<file path="src/rtl/alu8_pkg.sv">
package alu8_pkg;
    localparam int DW  = 8;
    localparam int NW  = DW / 2;
    localparam int OPW = 4;

    typedef enum logic [OPW-1:0] {
        OP_ADD = 4'd0,
        OP_ADC = 4'd1,
        OP_SUB = 4'd2,
        OP_SBC = 4'd3,
        OP_AND = 4'd4,
        OP_OR  = 4'd5,
        OP_XOR = 4'd6,
        OP_LSL = 4'd7,
        OP_LSR = 4'd8,
        OP_ROL = 4'd9,
        OP_ROR = 4'd10,
        OP_ASR = 4'd11,
        OP_DAA = 4'd12
    } alu_op_e;

    typedef enum logic [2:0] {
        SH_LSL = 3'd0,
        SH_LSR = 3'd1,
        SH_ROL = 3'd2,
        SH_ROR = 3'd3,
        SH_ASR = 3'd4
    } shift_kind_e;

    typedef struct packed {
        logic h;
        logic n;
        logic z;
        logic c;
    } ccr_t;
endpackage

</file>
<file path="src/rtl/alu8_addsub.sv">
module alu8_addsub
    import alu8_pkg::*;
(
    input  logic [DW-1:0] a,
    input  logic [DW-1:0] b,
    input  logic          sub,
    input  logic          carry_term,
    output logic [DW-1:0] sum,
    output logic          c_out,
    output logic          h_out
);
    logic [DW-1:0] b_eff;
    logic          cin;
    logic [DW:0]   full;
    logic [NW:0]   nib;

    always_comb begin
        b_eff = sub ? ~b : b;
        // subtraction runs as a + ~b + 1 - borrow
        cin   = sub ? ~carry_term : carry_term;
        full  = {1'b0, a} + {1'b0, b_eff} + {{DW{1'b0}}, cin};
        nib   = {1'b0, a[NW-1:0]} + {1'b0, b_eff[NW-1:0]} + {{NW{1'b0}}, cin};
        sum   = full[DW-1:0];
        c_out = sub ? ~full[DW] : full[DW];
        h_out = nib[NW];
    end
endmodule

</file>
<file path="src/rtl/alu8_shift.sv">
module alu8_shift
    import alu8_pkg::*;
(
    input  logic [DW-1:0] a,
    input  logic          c_in,
    input  shift_kind_e   kind,
    output logic [DW-1:0] out,
    output logic          c_out
);
    always_comb begin
        unique case (kind)
            SH_LSL: begin out = {a[DW-2:0], 1'b0};   c_out = a[DW-1]; end
            SH_LSR: begin out = {1'b0, a[DW-1:1]};   c_out = a[0];    end
            SH_ROL: begin out = {a[DW-2:0], c_in};   c_out = a[DW-1]; end
            SH_ROR: begin out = {c_in, a[DW-1:1]};   c_out = a[0];    end
            SH_ASR: begin out = {a[DW-1], a[DW-1:1]}; c_out = a[0];   end
            default: begin out = a;                  c_out = c_in;    end
        endcase
    end
endmodule

</file>
<file path="src/rtl/alu8_daa.sv">
module alu8_daa
    import alu8_pkg::*;
(
    input  logic [DW-1:0] a,
    input  logic          h_in,
    input  logic          c_in,
    output logic [DW-1:0] out,
    output logic          c_out
);
    localparam logic [NW-1:0] NIB_MAX = NW'(9);
    localparam logic [NW-1:0] NIB_FIX = NW'(6);
    localparam logic [DW-1:0] BYTE_MAX = {NIB_MAX, NIB_MAX};

    logic lo_fix;
    logic hi_fix;

    always_comb begin
        lo_fix = (a[NW-1:0] > NIB_MAX) | h_in;
        hi_fix = (a > BYTE_MAX) | c_in;
        out    = a + {(hi_fix ? NIB_FIX : {NW{1'b0}}),
                      (lo_fix ? NIB_FIX : {NW{1'b0}})};
        c_out  = hi_fix;
    end
endmodule

</file>
<file path="src/rtl/alu8_bcd.sv">
module alu8_bcd
    import alu8_pkg::*;
(
    input  logic          clk,
    input  logic          rst_n,
    input  logic [3:0]    op_sel,
    input  logic [7:0]    acc_in,
    input  logic [7:0]    mem_in,
    input  logic          flag_we,
    output logic [7:0]    result,
    output logic          flag_h,
    output logic          flag_n,
    output logic          flag_z,
    output logic          flag_c
);
    ccr_t          ccr_q;
    ccr_t          ccr_d;
    logic [DW-1:0] res_q;
    logic [DW-1:0] res_d;

    alu_op_e       op;
    logic          as_sub;
    logic          as_carry;
    logic [DW-1:0] as_sum;
    logic          as_c;
    logic          as_h;
    shift_kind_e   sh_kind;
    logic [DW-1:0] sh_out;
    logic          sh_c;
    logic [DW-1:0] da_out;
    logic          da_c;

    always_comb begin
        op       = alu_op_e'(op_sel);
        as_sub   = (op == OP_SUB) || (op == OP_SBC);
        as_carry = ((op == OP_ADC) || (op == OP_SBC)) ? ccr_q.c : 1'b0;
        unique case (op)
            OP_LSR:  sh_kind = SH_LSR;
            OP_ROL:  sh_kind = SH_ROL;
            OP_ROR:  sh_kind = SH_ROR;
            OP_ASR:  sh_kind = SH_ASR;
            default: sh_kind = SH_LSL;
        endcase
    end

    alu8_addsub u_addsub (
        .a(acc_in), .b(mem_in), .sub(as_sub), .carry_term(as_carry),
        .sum(as_sum), .c_out(as_c), .h_out(as_h)
    );

    alu8_shift u_shift (
        .a(acc_in), .c_in(ccr_q.c), .kind(sh_kind),
        .out(sh_out), .c_out(sh_c)
    );

    alu8_daa u_daa (
        .a(acc_in), .h_in(ccr_q.h), .c_in(ccr_q.c),
        .out(da_out), .c_out(da_c)
    );

    always_comb begin
        ccr_d = ccr_q;
        res_d = acc_in;
        unique case (op)
            OP_ADD, OP_ADC: begin
                res_d   = as_sum;
                ccr_d.c = as_c;
                ccr_d.h = as_h;
            end
            OP_SUB, OP_SBC: begin
                res_d   = as_sum;
                ccr_d.c = as_c;
            end
            OP_AND: res_d = acc_in & mem_in;
            OP_OR:  res_d = acc_in | mem_in;
            OP_XOR: res_d = acc_in ^ mem_in;
            OP_LSL, OP_LSR, OP_ROL, OP_ROR, OP_ASR: begin
                res_d   = sh_out;
                ccr_d.c = sh_c;
            end
            OP_DAA: begin
                res_d   = da_out;
                ccr_d.c = da_c;
            end
            default: res_d = acc_in;
        endcase
        if (op_sel <= OPW'(OP_DAA)) begin
            ccr_d.n = res_d[DW-1];
            ccr_d.z = (res_d == '0);
        end
    end

    always_ff @(posedge clk or negedge rst_n) begin
        if (!rst_n) begin
            res_q <= '0;
            ccr_q <= '0;
        end else begin
            res_q <= res_d;
            if (flag_we) ccr_q <= ccr_d;
        end
    end

    assign result = res_q;
    assign flag_h = ccr_q.h;
    assign flag_n = ccr_q.n;
    assign flag_z = ccr_q.z;
    assign flag_c = ccr_q.c;
endmodule

</file>
<file path="config.mk">
export PLATFORM = sky130hd
export DESIGN_NAME = alu8_bcd
export DESIGN_NICKNAME = d
export VERILOG_FILES = /design/src/rtl/alu8_pkg.sv /design/src/rtl/alu8_addsub.sv /design/src/rtl/alu8_shift.sv /design/src/rtl/alu8_daa.sv /design/src/rtl/alu8_bcd.sv
export SDC_FILE = /design/constraint.sdc
export NUM_CORES = 1
export LEC_CHECK = 0
export CAP_MARGIN = 20
export CORE_UTILIZATION = 45
export CTS_BUF_LIST = sky130_fd_sc_hd__clkbuf_4 sky130_fd_sc_hd__clkbuf_8
export CTS_CLUSTER_SIZE = 12
export DETAILED_ROUTE_END_ITERATION = 8
export DONT_BUFFER_PORTS = 1
export GPL_TIMING_DRIVEN = 0
export HOLD_SLACK_MARGIN = 0.05
export PLACE_DENSITY = 0.67
export SYNTH_ARGS = -nofsm -noshare
export SYNTH_HDL_FRONTEND = slang
export SYNTH_SLANG_ARGS = --single-unit
export TNS_END_PERCENT = 50
</file>
<file path="constraint.sdc">
create_clock -name clk -period 3.07 [get_ports clk]
set_input_delay 0.921 -clock clk [delete_from_list [all_inputs] [get_ports clk]]
set_output_delay 0.921 -clock clk [all_outputs]
set_load 0.02 [all_outputs]
</file>
# Yosys cells after proc, flatten, opt, wreduce, memory -nomap -nowiden
# Cells that the tools add are included.
# W data, S select, Z words.
# word_totals
output_inout_bits	12
reg_bits	12
# op_classes
magnitude_cmp	3
mux	11
n_addsub	5
n_bitwise	8
eq_ne	17
n_reduce_logical	14
# op_table
op	n
$pmux W8 S6	1
$pmux W8 S5	1
$eq A4 B4 Y1 const B	5
$eq A4 B3 Y1 const B	4
$pmux W3 S4	1
$add A8 B8 Y9	1
$add A9 B1 Y9	1
$add A8 B8 Y8	1
$and A8 B8 Y8	1
$eq A4 B2 Y1 const B	2
$gt A8 B8 Y1 const B	1
$logic_not A8 Y1	1
$mux W8	1
$not A8 Y8	1
$or A8 B8 Y8	1
$xor A8 B8 Y8	1
$eq A3 B2 Y1 const B	2
$mux W3	2
$add A4 B4 Y5	1
$add A5 B1 Y5	1
$reduce_or A5 Y1	1
$eq A4 B1 Y1 const B	1
$gt A4 B4 Y1 const B	1
$le A4 B4 Y1 const B	1
other kinds (17)	24

# Depth between registers and ports, before layout
# Gate-level depths: netlist of the first run.
# depth
depth_word	9
mapped_depth	15

# By module
# Synthesis of the first run repeated with hierarchy kept, for this count alone.
# hier_totals
cells_unflattened	304
area_unflattened_um2	2494.9
# modules_own_cells
mod	instances	seq_area_each_um2	area_per_inst_um2	cells_each
alu8_bcd	1	300.3	1481.4	174
alu8_addsub	1	0.0	439.2	54
alu8_shift	1	0.0	375.4	53
alu8_daa	1	0.0	198.9	23

# Worst setup path before layout of the first run
# Ideal clock, no wire load.
# synth_timing
path_kind	input-to-reg
from	input op_sel[2]
to	register ccr_q, in the netlist flag_z
n_path_buf	2
arrival_time_ns	3.991
setup_slack_ns	-1.012
path_stages	14
required_ns	2.978
setup_ns	0.092
path_cell_list	buf_4 > or2_1 > buf_2 > nor2_2 > xnor2_1 > fa_1 > inv_1 > fa_1 > nand2b_1 > a32oi_1 > a31oi_1 > or4_1 > or3_1 > o31ai_2
# synth_via
elab_chain_cells	8
elab_cells_between_ends	34
# synth_rtl
item	line_no	text
start, declared	alu8_bcd.sv:6	input logic [3:0] op_sel,
parallel branches: the longest is 6 deep, another holds $add A8 B8 Y9	n/a	
$pmux W8 S6 (*)	alu8_bcd.sv:64	unique case (op)
via res_d[2]	alu8_bcd.sv:19	logic [DW-1:0] res_d;
$logic_not A8 Y1 (*)	alu8_bcd.sv:89	ccr_d.z = (res_d == '0);
end signal, assigned	alu8_bcd.sv:99	if (flag_we) ccr_q <= ccr_d;
end, declared	alu8_bcd.sv:16	ccr_t ccr_q;
# Mark *: on every way through the listed nets, which the timed path passes.
# A chain may end at the register's enable or synchronous reset.

# Final worst setup path of the first run
# layout_timing
from	input op_sel[3]
to	register ccr_q, in the netlist flag_z
# Same word-level chain as after synthesis.

==> results of run 1 <==
-- synth_stat cells, drive strengths merged, types with 4 or more instances --
library cell  count
a21o              4
a21oi            19
a32oi             5
buf              12
dfrtp            12
ha               27
inv              25
mux2i             6
nand2            12
nand2b            5
nand3             4
nor2             21
nor3              4
o211ai            4
o21a              4
o21ai            12
o21bai            4
xnor2            13
xor2              4
-- placed cells by master (no fill, tap or decap), types with 3 or more instances in the layout --
cell	netlist	final
a211oi_1	3	3
a21o_1	4	4
a21oi_1	18	16
a32oi_1	5	5
buf_2	4	3
buf_4	2	11
buf_6	6	8
clkbuf_8	0	3
dfrtp_1	12	12
ha_1	27	26
inv_1	23	22
inv_2	2	3
mux2i_1	6	6
nand2_1	12	12
nand2b_1	4	3
nand3_1	4	4
nor2_1	19	18
nor3_1	4	4
o211ai_1	3	3
o21a_1	4	4
o21ai_0	11	11
o21bai_1	4	4
o221ai_1	3	3
xnor2_1	13	12
xor2_1	4	4
-- cell type report --
cell class / instances / area share
Sequential cell: 12 / 0.127
Clock buffer: 3 / 0.0175
Timing Repair Buffer: 13 / 0.0461
Tap cell: 52 / 0.0276
Inverter: 25 / 0.0397
Buffer: 13 / 0.0535
Multi-Input combinational cell: 198 / 0.688
-- power by group through the flow --
stage,Sequential (mW),Combinational [mW],Clock (mW)
after floorplan,0.237,0.297,0
after global placement,0.242,0.360,0
after detailed placement,0.243,0.365,0
after CTS,0.241,0.397,0.131
after global routing,0.243,0.455,0.139
final,0.241,0.413,0.129
-- state kept, by name (all words and copies together) (netlist names) --
register	flops
flag_h	1
flag_n	1
flag_z	1
result	8
flag_c	1
-- kinds of logic (layout without fill, tap and decap cells) --
kind of cell    Yosys count  after routing  synth area share
simple gates             60             60             0.150
flops                    12             12             0.146
fa+ha+maj                30             30             0.194
mux                       9              9            0.0475
buf+inv                  39             54            0.0993
compound gates           82             82             0.291
xor+xnor                 17             17            0.0725
-- through the flow --
| step | hold slack, ps | std cells | setup WS, ps | TNS, ps |
|---|---|---|---|---|
| floorplan | 581 | 249 | -853 | -2050 |
| global route | 376 | 316 | -677 | -1860 |
| detailed placement | 608 | 301 | -1140 | -4430 |
| global placement | 605 | 301 | -1090 | -4280 |
| finish | 387 | 316 | -597 | -1320 |
| CTS | 384 | 315 | -690 | -1580 |
-- per-layer routing --
layer,part of all wire,GRT usage
met3,0.051,0.0174
met2,0.48,0.406
met1,0.46,0.315
met4,0.014,0.0680
met5,0,0
-- path summary, 6_finish.rpt --
kind,depth (start not counted),slack (ps),end,start
worst max-delay path,13,-600,flag_z$_DFFE_PN0P_,op_sel[3]
worst min-delay path,0,390,result[5]$_DFF_PN0_,rst_n
min in group clk,2,640,flag_n$_DFFE_PN0P_,flag_n$_DFFE_PN0P_
worst max register to register,12,-170,flag_z$_DFFE_PN0P_,flag_c$_DFFE_PN0P_
max in group asynchronous,0,2610,result[4]$_DFF_PN0_,rst_n
worst min register to register,2,640,flag_n$_DFFE_PN0P_,flag_n$_DFFE_PN0P_
-- timing repair --
item,in CTS,in global routing
endpoints found under the setup margin,8,8
resized for setup,8,5
pin swaps,10,10
buffers inserted,11,2
==> flow_metrics.env, run 1 <==
export IMPL_ioPinCount=35
export IMPL_drtIter0Drc=211
export IMPL_regArea_sq_um=300
export IMPL_setup_violations=5
export IMPL_slew_viol_final=0
export IMPL_routed_via_density=6.24
export IMPL_status="finished with violations"
export IMPL_syn_inst=249
export IMPL_grtUsageTotal=0.236
export IMPL_clkSlewWorstSetupHoldPaths_ps=40
export IMPL_fin_nets=319
export IMPL_ys_types=63
export IMPL_hold_buffers=0
export IMPL_syn2layout_area_growth_pct=15.0
export IMPL_ctsRootBufferMaster="clkbuf_8"
export IMPL_cts_buffers=3
export IMPL_crit_arrival_ps=3810
export IMPL_required_ps=3210
export IMPL_dieWidth_microns=69.5
export IMPL_yosysWarnings=0
export IMPL_netlist_area_sq_mm=0.00205
export IMPL_ys_ff_latch=12
export IMPL_total_leakage_power_nw=1.05
export IMPL_avgSynthCellArea_sq_um=8.25
export IMPL_synth_seq_area_share=0.146
export IMPL_report_power_total_uw=782
export IMPL_antenna_found_initial=0
export IMPL_core_area_sq_mm=0.00438
export IMPL_tightestPinTransition_ps=482
export IMPL_hold_viol=0
export IMPL_peakVddDrop_mv=0.143
export IMPL_violations="setup timing"
export IMPL_path_cells="buf_12 > or2_4 > nor2_4 > xnor2_2 > fa_2 > inv_2 > fa_2 > o22a_1 > o221a_2 > a21oi_2 > or4_1 > or3_4 > o31ai_4"
export IMPL_design_area_sq_mm=0.00236
export IMPL_utilization=0.539
export IMPL_crit_family="simple AND/OR/NAND/NOR gates"
export IMPL_hold_path_class="input port to asynchronous set/reset pin"
export IMPL_cts_sinks=12
export IMPL_clock_power_share=0.164
export IMPL_grt_pass1_wl_mm=9.16
export IMPL_critPathKind="input port to register"
export IMPL_io_buffers=0
export IMPL_rsz0062_at_grt="yes"
export IMPL_yosysTopAreaCell="ha_1"
export IMPL_fillCellCount=426
export IMPL_first_pass_iters=4
export IMPL_p_per_area_mw_per_mm2=331
export IMPL_drc=0
export IMPL_intPower_uw=465
export IMPL_overflow=0
export IMPL_rows=24
export IMPL_grt_pass1_vias=1928
export IMPL_grt_max_degree=13
export IMPL_path_max_fanout=5
export IMPL_wire_per_inst_microns=17.8
export IMPL_synth_area_leaders="ha_1 16%, dfrtp_1 15%, xnor2_1 5.5%"
export IMPL_cts_tree="done"
export IMPL_diodes=0
export IMPL_placed_cell_area_sq_mm=0.00217
export IMPL_antenna_left=0
export IMPL_cp_start_kind="input port"
export IMPL_hpwlAfterDp_mm=4.37
export IMPL_gp_congestion=0.853
export IMPL_max_slew_margin_rel=0.678
export IMPL_p_sw_uw=317
export IMPL_multi_input_area_sq_mm=0.00163
export IMPL_start_util=0.468
export IMPL_synth_edf_count=0
export IMPL_max_cap_violations=0
export IMPL_die_area_sq_mm=0.00484
export IMPL_htreeDepth=1
export IMPL_power_frac_seq=0.308
export IMPL_clk_latency_ps=230
export IMPL_netlist_area_leader_share=0.165
export IMPL_path_common_cell="fa_2"
export IMPL_cp_end_kind="register"
export IMPL_drive_gt1_frac=0.216
export IMPL_slowest_stage="fa_2"
export IMPL_vias=1973
export IMPL_drt_wl_total_mm=5.63
export IMPL_fmax_ghz=0.273
export IMPL_fin_crit_sh=1.19
export IMPL_final_min_clock_period_ps=3670
export IMPL_fin_skew_ps=1.33
export IMPL_worst_slack_ps=-597
export IMPL_sw_frac_of_total=0.405
export IMPL_cp_buffers_inverters=2
export IMPL_pwr_share_comb=0.528
export IMPL_async_flop_share=1.00
export IMPL_die_y_microns=69.5
export IMPL_cts_buffer_depth=2
export IMPL_syn_nets=302
export IMPL_cp_slowest_stage_delay_ps=510
export IMPL_synthFlopType="dfrtp_1"
Note: power is estimated with default switching activity, not from simulation.
==> inputs of run 2 (changes only) <==
- ABC_AREA: not set -> 1
==> run 2 against run 1 <==
The run now ends clean; sequential cell count stayed put; core utilization is 2.4 points lower; synthesized area is 0.67% lower; first-iteration DRC count is 25% lower; critical path type unchanged; critical endpoint unchanged.
==> flow_metrics.env, run 2 <==
export IMPL_regArea_sq_um=300
export IMPL_r2r_slack_ps=440
export IMPL_peakVddDrop_mv=0.156
export IMPL_drt_wl_total_mm=5.54
export IMPL_max_slew_margin_rel=0.726
export IMPL_syn2layout_area_growth_pct=9.94
export IMPL_hold_viol=0
export IMPL_tightestPinTransition_ps=410
export IMPL_ys_ff_latch=12
export IMPL_drive_gt1_frac=0.100
export IMPL_rsz0062_at_grt="no"
export IMPL_first_pass_iters=4
export IMPL_r2r_cells=16
export IMPL_crit_path_start="op_sel[3]"
export IMPL_vias=2152
export IMPL_fin_crit_sh=0.921
export IMPL_hold_path_class="input port to asynchronous set/reset pin"
export IMPL_critPathKind="input port to register"
export IMPL_final_cell_mix="104 x nand2_1, 54 x inv_1, 41 x nand3_1"
export IMPL_p_per_area_mw_per_mm2=313
export IMPL_synth_edf_count=0
export IMPL_dieWidth_microns=69.3
export IMPL_cp_end_kind="register"
export IMPL_grtUsageTotal=0.236
export IMPL_syn_nets=395
export IMPL_slew_viol_final=0
export IMPL_htreeDepth=1
export IMPL_hold_buffers=0
export IMPL_cts_sinks=12
export IMPL_die_area_sq_mm=0.00481
export IMPL_clk_latency_ps=230
export IMPL_report_power_total_uw=701
export IMPL_diodes=0
export IMPL_crit_arrival_ps=3000
export IMPL_max_cap_violations=0
export IMPL_start_util=0.468
export IMPL_fillCellCount=449
export IMPL_cp_start_kind="input port"
export IMPL_r2r_end="flag_z$_DFFE_PN0P_"
export IMPL_ys_types=23
export IMPL_synth_area_leaders="nand2_1 20%, ha_1 17%, dfrtp_1 15%"
export IMPL_gp_congestion=0.941
export IMPL_fin_nets=404
export IMPL_io_buffers=0
export IMPL_ctsRootBufferMaster="clkbuf_8"
export IMPL_path_max_fanout=5
export IMPL_total_leakage_power_nw=1.25
export IMPL_grt_pass1_vias=1985
export IMPL_fin_hold_ws_ps=381
export IMPL_overflow=0
export IMPL_clkSlewWorstSetupHoldPaths_ps=50
export IMPL_syn_inst=342
export IMPL_drc=0
export IMPL_ioPinCount=35
export IMPL_synth_most_common_cell="nand2_1"
export IMPL_hpwlAfterDp_mm=4.43
export IMPL_fmax_ghz=0.354
export IMPL_fin_skew_ps=2.51
export IMPL_cts_buffers=3
export IMPL_cts_buffer_depth=2
export IMPL_synthFlopType="dfrtp_1"
export IMPL_largest_reg_flops=8
export IMPL_status="finished, final reports clean"
export IMPL_async_flop_share=1.00
export IMPL_timing_rr_start="flag_c$_DFFE_PN0P_"
export IMPL_avgSynthCellArea_sq_um=5.96
export IMPL_netlist_area_sq_mm=0.00204
export IMPL_rows=24
export IMPL_synth_common_cells="107 x nand2_1, 56 x inv_1, 44 x nand3_1, 34 x nor2_1, 27 x ha_1"
export IMPL_required_ps=3240
export IMPL_synth_seq_area_share=0.147
export IMPL_wire_per_inst_microns=13.8
export IMPL_yosysWarnings=0
export IMPL_grt_max_degree=13
export IMPL_routed_via_density=5.37
export IMPL_final_common_cell="nand2_1"
export IMPL_drtIter0Drc=159
export IMPL_multi_input_area_sq_mm=0.00157
export IMPL_yosysTopAreaCell="nand2_1"
export IMPL_core_area_sq_mm=0.00435
export IMPL_die_y_microns=69.3
export IMPL_antenna_left=0
export IMPL_cts_tree="done"
export IMPL_setup_violations=0
export IMPL_crit_end="flag_z$_DFFE_PN0P_"
export IMPL_antenna_found_initial=0
export IMPL_grt_pass1_wl_mm=9.12
export IMPL_netlist_area_leader_share=0.197
export IMPL_final_min_clock_period_ps=2830
[run 2: cell types whose count changed in the layout (fill, tap and decap cells not counted), moves of 5 or more]
cell	delta
buf_4	-7
nand4_1	+5
a21oi_1	-8
nor2_1	+14
xnor2_1	-12
nand2_2	+6
o21ai_0	-5
mux2i_1	-6
nand2_1	+92
a32oi_1	-5
nand3_1	+37
buf_6	-7
inv_1	+32
nand3b_1	+6
[run 2: timing repair]
action / CTS / global route
endpoints found under the hold margin: 0 / 0
pin swaps: 1 / 7
resized for setup: 3 / 14
endpoints found under the setup margin: 4 / 4
buffers inserted: 2 / 2
[run 2: worst max-delay path, stage by stage]
cell and delay [ps]:
nor2_4 180, buf_6 130, inv_1 60, a21oi_2 140
fa_2 250, inv_1 60, fa_2 510, inv_1 30
nand2_1 60, nand2_1 60, nor2_1 90, nand3_1 100
nand2_2 80, nand3_2 90, nor2_2 90, nand4_1 70
nand2_1 60
[run 2: layout make-up]
type / count / area share
inverters: 59 / 0.0988
plain buffers: 1 / 0.00335
repair buffers: 4 / 0.0151
multi-input cells: 270 / 0.701
flip-flops and latches: 12 / 0.134
clock buffers: 3 / 0.0184
well taps: 52 / 0.0290
[run 2: how the worst min path moves through the flow]
stage,depth (start not counted),end,start
6_report,0,result[4]$_DFF_PN0_,rst_n
5_1_grt,0,result[3]$_DFF_PN0_,rst_n
4_1_cts,0,flag_c$_DFFE_PN0P_,rst_n
3_5_place_dp,2,flag_z$_DFFE_PN0P_,flag_z$_DFFE_PN0P_
3_3_place_gp,2,flag_z$_DFFE_PN0P_,flag_z$_DFFE_PN0P_
2_1_floorplan,2,flag_z$_DFFE_PN0P_,flag_z$_DFFE_PN0P_
[run 2: cell families (layout without fill, tap and decap cells)]
family / count (synthesis) / after routing / share of synthesized area
simple gates: 210 / 210 / 0.448
fa+ha+maj: 30 / 30 / 0.195
flops: 12 / 12 / 0.147
compound gates: 22 / 22 / 0.0626
buf+inv: 60 / 67 / 0.112
xor+xnor: 8 / 8 / 0.0344
[run 2: power by group]
| group | switching [mW] | total, mW | leakage (nW) | internal (mW) |
|---|---|---|---|---|
| sequential | 0.0491 | 0.234 | 0.146 | 0.185 |
| clock | 0.0472 | 0.133 | 0.0216 | 0.0855 |
| combinational | 0.211 | 0.334 | 1.09 | 0.123 |
[run 2: per-stage QoR]
stage	instance area (sq um)	util	cells	TNS, ps	setup slack [ps]
final	2240	0.515	401	0	242
after global routing	2240	0.515	401	0	40.9
after CTS	2180	0.502	399	0	0.687
after detailed placement	2110	0.486	394	-1620	-482
after global placement	2110	0.486	394	-1550	-470
after floorplan	2050	-	342	0	100
[run 2: per-layer routing]
metal  vias to the layer above  share of wire  global-route usage
met2                        72           0.47               0.383
met5                         -              0                   0
met1                       978           0.46               0.321
li1                       1096              -                   -
met3                         6          0.064              0.0218
met4                         0         0.0079              0.0930
==> inputs of run 3 (changes only) <==
- CORE_ASPECT_RATIO: not set -> 1.25
==> run 3 against run 2 <==
Wire length grew 4.4%; clock power hardly changed; total power grew 1.4%; global-route usage is 1.7 points higher; non-clock buffer count grew 2; combinational power up 2%; register-to-register slack worse by 40 ps; sequential power barely moved; die area hardly changed; final area increased by 0.28%; clock-buffer cell count stayed put; worst hold slack worse by 0.84 ps; critical path type unchanged.
==> flow_metrics.env, run 3 (synthesis gave the netlist of run 2 again) <==
export IMPL_path_max_fanout=10
export IMPL_largest_reg_flops=8
export IMPL_drive_gt1_frac=0.0912
export IMPL_dieWidth_microns=62.2
export IMPL_grt_pass1_wl_mm=9.64
export IMPL_fillCellCount=466
export IMPL_fin_skew_ps=0.529
export IMPL_cp_end_kind="register"
export IMPL_syn2layout_area_growth_pct=10.2
export IMPL_hold_viol=0
export IMPL_fin_hold_ws_ps=380
export IMPL_crit_arrival_ps=3060
export IMPL_wire_per_inst_microns=14.1
export IMPL_total_leakage_power_nw=1.26
export IMPL_required_ps=3240
export IMPL_setup_violations=0
export IMPL_final_setup_tns_ps=0
export IMPL_gp_congestion=0.901
export IMPL_drt_wl_total_mm=5.78
export IMPL_cts_buffer_depth=2
export IMPL_final_min_clock_period_ps=2890
export IMPL_placed_cell_area_sq_mm=0.00212
export IMPL_overflow=0
export IMPL_rsz0062_at_grt="no"
export IMPL_slew_viol_final=0
export IMPL_r2r_slack_ps=400
export IMPL_ctsRootBufferMaster="clkbuf_8"
export IMPL_max_slew_margin_rel=0.716
export IMPL_die_area_sq_mm=0.00481
export IMPL_die_y_microns=77.3
export IMPL_status="finished, final reports clean"
export IMPL_rows=27
export IMPL_fin_nets=406
export IMPL_fin_crit_sh=0.940
export IMPL_grtUsageTotal=0.252
export IMPL_place_ws_ps=-506
export IMPL_max_cap_violations=0
export IMPL_intPower_uw=398
export IMPL_drtIter0Drc=112
export IMPL_ioPinCount=35
export IMPL_grt_max_degree=13
export IMPL_hpwlAfterDp_mm=4.62
export IMPL_sw_frac_of_total=0.440
export IMPL_design_area_sq_mm=0.00225
export IMPL_tightestPinTransition_ps=424
export IMPL_hold_path_class="input port to asynchronous set/reset pin"
export IMPL_worst_slack_ps=185
export IMPL_htreeDepth=1
export IMPL_diodes=0
export IMPL_cts_buffers=3
export IMPL_cts_sinks=12
export IMPL_cts_tree="done"
export IMPL_cp_start_kind="input port"
export IMPL_clock_power_share=0.191
export IMPL_antenna_left=0
export IMPL_start_util=0.464
export IMPL_fmax_ghz=0.347
export IMPL_power_frac_seq=0.329
export IMPL_core_area_sq_mm=0.00439
export IMPL_vias=2142
export IMPL_first_pass_iters=4
export IMPL_p_per_area_mw_per_mm2=316
export IMPL_io_buffers=0
export IMPL_p_sw_uw=312
export IMPL_final_cell_mix="106 x nand2_1, 54 x inv_1, 43 x nand3_1"
export IMPL_final_common_cell="nand2_1"
export IMPL_peakVddDrop_mv=0.0950
export IMPL_hold_buffers=0
export IMPL_critPathKind="input port to register"
export IMPL_pwr_share_comb=0.480
export IMPL_clkSlewWorstSetupHoldPaths_ps=50
export IMPL_antenna_found_initial=0
export IMPL_grt_pass1_vias=2060
export IMPL_clk_latency_ps=230
export IMPL_routed_via_density=5.24
export IMPL_drc=0
-- run 3: cell count changes in the layout (fill, tap and decap cells not counted), moves of 2 or more --
cell / before / now
buf_4: 4 / 7
nand2_2: 6 / 3
nand2_1: 104 / 106
nand3_1: 41 / 43
nand3_2: 3 / 1
-- run 3: cell type report --
| cell class | instances | area (sq um) | area share |
|---|---|---|---|
| Buffer | 1 | 7.51 | 0.00334 |
| Clock buffer | 3 | 41.3 | 0.0184 |
| Inverter | 59 | 221 | 0.0985 |
| Multi-Input combinational cell | 270 | 1560 | 0.694 |
| Sequential cell | 12 | 300 | 0.134 |
| Tap cell | 58 | 72.6 | 0.0323 |
| Timing Repair Buffer | 6 | 45.0 | 0.0200 |
-- run 3: metal layers --
layer  global-route usage  part of all wire  vias up
met1                0.307              0.43      967
met3               0.0208             0.048       13
met4               0.0953             0.025        0
li1                     -                 -     1102
met5                    0                 0        -
met2                0.455              0.50       60
-- run 3: metrics by stage --
stage          std cells  power [mW]   util
3_5_place_dp         400       0.550  0.483
6_report             409       0.710  0.512
5_1_grt              409       0.770  0.512
3_3_place_gp         400       0.544  0.483
2_1_floorplan        342       0.476      -
4_1_cts              405       0.688  0.499
-- run 3: power groups by stage --
stage               clock network (mW)  logic (mW)  registers, mW
detailed placement                   0       0.314          0.236
finish                           0.136       0.341          0.234
floorplan                            0       0.245          0.231
CTS                              0.135       0.319          0.234
global placement                     0       0.309          0.235
global route                     0.142       0.393          0.235
-- run 3: worst paths after layout --
check / cells past startpoint / to / from
worst max-delay path: 17 / flag_z$_DFFE_PN0P_ / op_sel[1]
worst min-delay path: 0 / result[2]$_DFF_PN0_ / rst_n
worst max register to register: 16 / flag_z$_DFFE_PN0P_ / flag_c$_DFFE_PN0P_
worst min register to register: 2 / flag_z$_DFFE_PN0P_ / flag_z$_DFFE_PN0P_
max in group asynchronous: 0 / flag_n$_DFFE_PN0P_ / rst_n
min in group clk: 2 / flag_z$_DFFE_PN0P_ / flag_z$_DFFE_PN0P_
-- run 3: worst max-delay path: stages --
cell	delay (ps)
buf_4	160
inv_2	90
nand3_1	100
a21oi_2	180
fa_2	250
inv_1	60
fa_2	510
inv_1	30
nand2_1	60
nand2_1	50
nor2_1	100
nand3_1	90
nand2_1	90
nand3_1	100
nor2_1	100
nand4_1	90
nand2_1	60
-- run 3: repair_timing --
item                       4_1_cts  5_1_grt
gates resized for setup          3        8
setup endpoints to repair        4        4
pin swaps                        1        6
buffers inserted                 2        4
